$ cat src/rtl/bus_recover_pkg.sv
package bus_recover_pkg;
  typedef enum logic [2:0] {
    ST_IDLE  = 3'd0,
    ST_LOW   = 3'd1,
    ST_HIGH  = 3'd2,
    ST_START = 3'd3,
    ST_STOP  = 3'd4
  } rec_state_t;
endpackage

$ cat src/rtl/bus_recover_timer.sv
module bus_recover_timer #(
  parameter int CNT_W = 16
) (
  input  logic             clk,
  input  logic             rst,
  input  logic             load,
  input  logic [CNT_W-1:0] load_val,
  output logic             expired
);
  logic [CNT_W-1:0] cnt;

  always_ff @(posedge clk) begin
    if (rst)
      cnt <= '0;
    else if (load)
      cnt <= load_val;
    else if (cnt != '0)
      cnt <= cnt - 1'b1;
  end

  assign expired = (cnt == '0);
endmodule

$ cat src/rtl/bus_recover_pcount.sv
module bus_recover_pcount #(
  parameter int MAX_PULSES = 9
) (
  input  logic clk,
  input  logic rst,
  input  logic clear,
  input  logic inc,
  output logic last
);
  localparam int PW = $clog2(MAX_PULSES + 1);
  localparam logic [PW-1:0] LAST_VAL = PW'(MAX_PULSES - 1);

  logic [PW-1:0] cnt;

  always_ff @(posedge clk) begin
    if (rst || clear)
      cnt <= '0;
    else if (inc)
      cnt <= cnt + 1'b1;
  end

  assign last = (cnt == LAST_VAL);
endmodule

$ cat src/rtl/bus_recover_seq.sv
module bus_recover_seq
  import bus_recover_pkg::*;
#(
  parameter int CNT_W      = 16,
  parameter int MAX_PULSES = 9
) (
  input  logic             clk,
  input  logic             rst,
  input  logic             req_i,
  input  logic [CNT_W-1:0] lo_len_i,
  input  logic [CNT_W-1:0] hi_len_i,
  input  logic             sda_i,
  output logic             scl_oe_o,
  output logic             sda_oe_o,
  output logic             busy_o,
  output logic             done_o,
  output logic             fail_o
);
  rec_state_t       state, nxt;
  logic [CNT_W-1:0] lo_q, hi_q;
  logic [CNT_W-1:0] lo_in_m1, hi_in_m1;
  logic             t_load, t_exp;
  logic [CNT_W-1:0] t_val;
  logic             p_clr, p_inc, p_last;
  logic             set_done, set_fail;

  // Phase lengths are stored minus one; zero behaves as one.
  assign lo_in_m1 = (lo_len_i == '0) ? '0 : lo_len_i - 1'b1;
  assign hi_in_m1 = (hi_len_i == '0) ? '0 : hi_len_i - 1'b1;

  bus_recover_timer #(.CNT_W(CNT_W)) u_timer (
    .clk(clk), .rst(rst), .load(t_load), .load_val(t_val), .expired(t_exp)
  );

  bus_recover_pcount #(.MAX_PULSES(MAX_PULSES)) u_pcount (
    .clk(clk), .rst(rst), .clear(p_clr), .inc(p_inc), .last(p_last)
  );

  always_comb begin
    nxt      = state;
    t_load   = 1'b0;
    t_val    = hi_q;
    p_clr    = 1'b0;
    p_inc    = 1'b0;
    set_done = 1'b0;
    set_fail = 1'b0;
    unique case (state)
      ST_IDLE: if (req_i) begin
        nxt    = ST_LOW;
        t_load = 1'b1;
        t_val  = lo_in_m1;
        p_clr  = 1'b1;
      end
      ST_LOW: if (t_exp) begin
        nxt    = ST_HIGH;
        t_load = 1'b1;
      end
      ST_HIGH: if (t_exp) begin
        if (sda_i) begin
          nxt    = ST_START;
          t_load = 1'b1;
        end else if (p_last) begin
          nxt      = ST_IDLE;
          set_fail = 1'b1;
        end else begin
          nxt    = ST_LOW;
          t_load = 1'b1;
          t_val  = lo_q;
          p_inc  = 1'b1;
        end
      end
      ST_START: if (t_exp) begin
        nxt    = ST_STOP;
        t_load = 1'b1;
      end
      ST_STOP: if (t_exp) begin
        nxt      = ST_IDLE;
        set_done = 1'b1;
      end
      default: nxt = ST_IDLE;
    endcase
  end

  always_ff @(posedge clk) begin
    if (rst) begin
      state    <= ST_IDLE;
      lo_q     <= '0;
      hi_q     <= '0;
      scl_oe_o <= 1'b0;
      sda_oe_o <= 1'b0;
      busy_o   <= 1'b0;
      done_o   <= 1'b0;
      fail_o   <= 1'b0;
    end else begin
      state <= nxt;
      if (state == ST_IDLE && req_i) begin
        lo_q <= lo_in_m1;
        hi_q <= hi_in_m1;
      end
      scl_oe_o <= (nxt == ST_LOW);
      sda_oe_o <= (nxt == ST_START);
      busy_o   <= (nxt != ST_IDLE);
      done_o   <= set_done;
      fail_o   <= set_fail;
    end
  end
endmodule

$ cat config.mk
export PLATFORM = sky130hd
export DESIGN_NAME = bus_recover_seq
export DESIGN_NICKNAME = d
export VERILOG_FILES = /design/src/rtl/bus_recover_pkg.sv /design/src/rtl/bus_recover_timer.sv /design/src/rtl/bus_recover_pcount.sv /design/src/rtl/bus_recover_seq.sv
export SDC_FILE = /design/constraint.sdc
export NUM_CORES = 1
export LEC_CHECK = 0
export ABC_AREA = 1
export CAP_MARGIN = 25
export CORE_ASPECT_RATIO = 0.6
export CORE_MARGIN = 4
export CORE_UTILIZATION = 45
export DETAILED_ROUTE_END_ITERATION = 10
export MAX_ROUTING_LAYER = met4
export PLACE_DENSITY = 0.68
export SLEW_MARGIN = 20
export SYNTH_ARGS = -nofsm -noshare
export SYNTH_HDL_FRONTEND = slang
export SYNTH_SLANG_ARGS = --single-unit
$ cat constraint.sdc
create_clock -name clk -period 1.7 [get_ports clk]
set_input_delay 0.34 -clock clk [delete_from_list [all_inputs] [get_ports clk]]
set_output_delay 0.34 -clock clk [all_outputs]
set_load 0.01 [all_outputs]
==> reports/results.ini <==
[routing]
top_layer_used = met4
wl_met2_um = 7240
wl_per_cell_um = 16.3
met3_length_um = 1720
drt_iter0_markers = 553
detail_route.wirelength_um = 16600
ant_nets = 0
drc = 0
firstDrtPassIters = 5
wl_met1_um = 7260
vias_per_cell = 5.34
vias = 5443

[power]
leakage_nw = 3.21
ir_drop_mv = 0.702
cellPowerDensity_nw_per_um2 = 1290
design_power_total_mw = 8.90

[yosys]
async_flop_share = 0
syn_inst = 687
yosysTopAreaCellShare = 0.280
synth-main-ff-cell = dfxtp_1
synth_area_leaders = dfxtp_1 (28%), nand2_1 (17%), nor2_1 (7.2%)
synthDistinctLibCells = 43
syn_area_um2 = 4290
ys_seq_area_frac = 0.280
syn_avg_cell_area_um2 = 6.25
yosys.area.top_type = dfxtp_1
yosys_warnings = 0
syn_nets = 728
ys_ff_latch = 60
synth-edff-count = 0

[clock_network]
htreeDepth = 3
clk_path_buf_depth = 2
tritoncts = done
cts.clk_slew.worst_paths_ps = 50
cts_buffers = 9
cts.sinks = 60
clk_latency_ps = 330
cts_root_buf = clkbuf_16

[die]
io_pins = 41
rows = 27
fp.dieH_um = 83.6
die_area_um2 = 11200
core-area_um2 = 9220
initial_core_util = 0.465
die_x_um = 134

[min_path]
hold_path.class = reg2reg
hold_path_end = lo_q[6]$_SDFFE_PP0P_
worstHoldStart = lo_q[6]$_SDFFE_PP0P_
whs_path_depth = 2

[timing]
skew_ps = 3.99
final_hold_viol_count = 0
tightestPinTransition_ps = 475
min_period_over_period = 1.06
slew_headroom = 0.681
min_period_ps = 1790
setup_ws_ps = -93.6
rsz0062_at_grt = true
finalSetupViolCount = 14
clock.fmax_mhz = 558
slew_violations = 0

[layout]
nets = 926
final_common_cell = nand2_1
fillers = 715
diodes = 0
final_util = 0.747
final_cell_mix = nand2_1 (172), buf_4 (150), inv_1 (70)
drive_gt1_frac = 0.378
area_growth_pct = 60.6
register_area_um2 = 1210
multi_input_area_um2 = 3070
post-route-cell-area_um2 = 6890

[critical_path]
cp.arrival_ps = 2050
crit_required_ps = 1950
worst_setup_path_start_kind = flop
crit_type = reg2reg
r2r.worst_path.cells = 15
worst-r2r-setup-slack_ps = -90
end_kind = flop
rr_startpoint = u_pcount.cnt[1]$_SDFFE_PP0P_
crit_path_start = u_pcount.cnt[1]$_SDFFE_PP0P_
cp_max_fo = 7
r2r_end = u_timer.cnt[5]$_SDFFE_PP0P_

[placed_design]
post-dp-hpwl_um = 11400
gp_congestion = 0.977
port_buffers = 40
post_dp_cell_area_um2 = 5740

[run]
drv_cap = 0

[grt]
antenna_found_initial = 0
grt.total_usage = 0.282
grt_pass1_vias = 4968
grt_max_degree = 35
grt.overflow.total = 0
grt_pass1_wl_um = 24500

[status]
violations = setup timing
status = complete, but fails checks

## worst max-delay path, stage by stage (launching register included)
cell      delay [ps]
dfxtp_2          340
inv_2             50
ha_4             160
buf_6            110
nand3_4          150
buf_12           160
nand2_1           60
o21ai_2           50
nand2_1           60
nand2_1           50
nand2_1           50
nand2_1           60
nand2_1           40
nand3b_1         100
nand2_1           70
a21oi_1          180
## cell families after synthesis
logic type | synth area share
simple gates | 0.401
buf+inv | 0.110
compound gates | 0.153
flops | 0.280
xor+xnor | 0.0408
fa+ha+maj | 0.0146
## flip-flops by register name, indices dropped and copies added (netlist names), 3 cells and up
signal / cells
state: 3
lo_q: 16
u_timer.cnt: 16
hi_q: 16
u_pcount.cnt: 4
## area by class of cell
| class | count | share of cell area |
|---|---|---|
| tap | 130 | 0.0236 |
| inverter | 95 | 0.0545 |
| sequential | 60 | 0.175 |
| clock buffer | 14 | 0.0412 |
| timing repair buffer | 207 | 0.259 |
| multi-input combinational | 512 | 0.446 |
| clock inverter | 1 | 0.000726 |
## per-layer routing
layer / track usage / up-vias
met1: 0.385 / 2526
met4: 0.0961 / 0
li1: - / 2591
met5: - / -
met2: 0.408 / 282
met3: 0.0705 / 44
## stage by stage
step | hold WS [ps] | worst slack (ps) | instances | setup TNS, ps
2_1_floorplan | 423 | 3.27 | 687 | 0
3_3_place_gp | 440 | -576 | 967 | -21880
3_5_place_dp | 446 | -644 | 967 | -24660
4_1_cts | 459 | -40.3 | 1009 | -97.9
5_1_grt | 499 | -214 | 1019 | -2770
6_report | 458 | -93.6 | 1019 | -732
## synthesized netlist by cell type (3+ instances only)
cell type	n
o32ai_2	7
nand2_4	4
buf_2	5
a21oi_1	31
nand2_1	196
nand3_1	43
xnor2_1	4
nand2_2	5
nor2_1	82
nor2_4	5
dfxtp_1	60
nand3_2	3
inv_2	11
clkbuf_1	9
o21ai_1	9
o22ai_1	6
nand3b_1	5
xor2_1	16
ha_1	5
inv_1	81
o21ai_2	3
nor2_2	12
o32ai_1	3
o21ai_0	41
nand4_1	12
nor3_1	8
## timing repair
item,in CTS,in global routing
setup buffers,25,12
endpoints found under the setup margin,50,46
pin swaps,41,49
hold buffers,0,0
resized for setup,90,93
cloned,2,0
## worst max path at each step
stage	slack (ps)	cells after the start	end
2_1_floorplan	3	10	hi_q[12]$_SDFFE_PP0P_
3_3_place_gp	-580	14	u_timer.cnt[15]$_SDFFE_PP0P_
3_5_place_dp	-640	14	u_timer.cnt[11]$_SDFFE_PP0P_
4_1_cts	-40	14	u_timer.cnt[5]$_SDFFE_PP0P_
5_1_grt	-210	15	u_timer.cnt[5]$_SDFFE_PP0P_
6_report	-90	15	u_timer.cnt[5]$_SDFFE_PP0P_
## power by group
part | leakage, nW | internal [mW] | switching [mW] | total [mW]
registers | 0.494 | 1.75 | 0.261 | 2.01
logic | 2.57 | 2.11 | 3.03 | 5.14
clock network | 0.145 | 1.13 | 0.619 | 1.75
total | 3.21 | 4.99 | 3.91 | 8.90
Power figures use the tool's default switching activity.
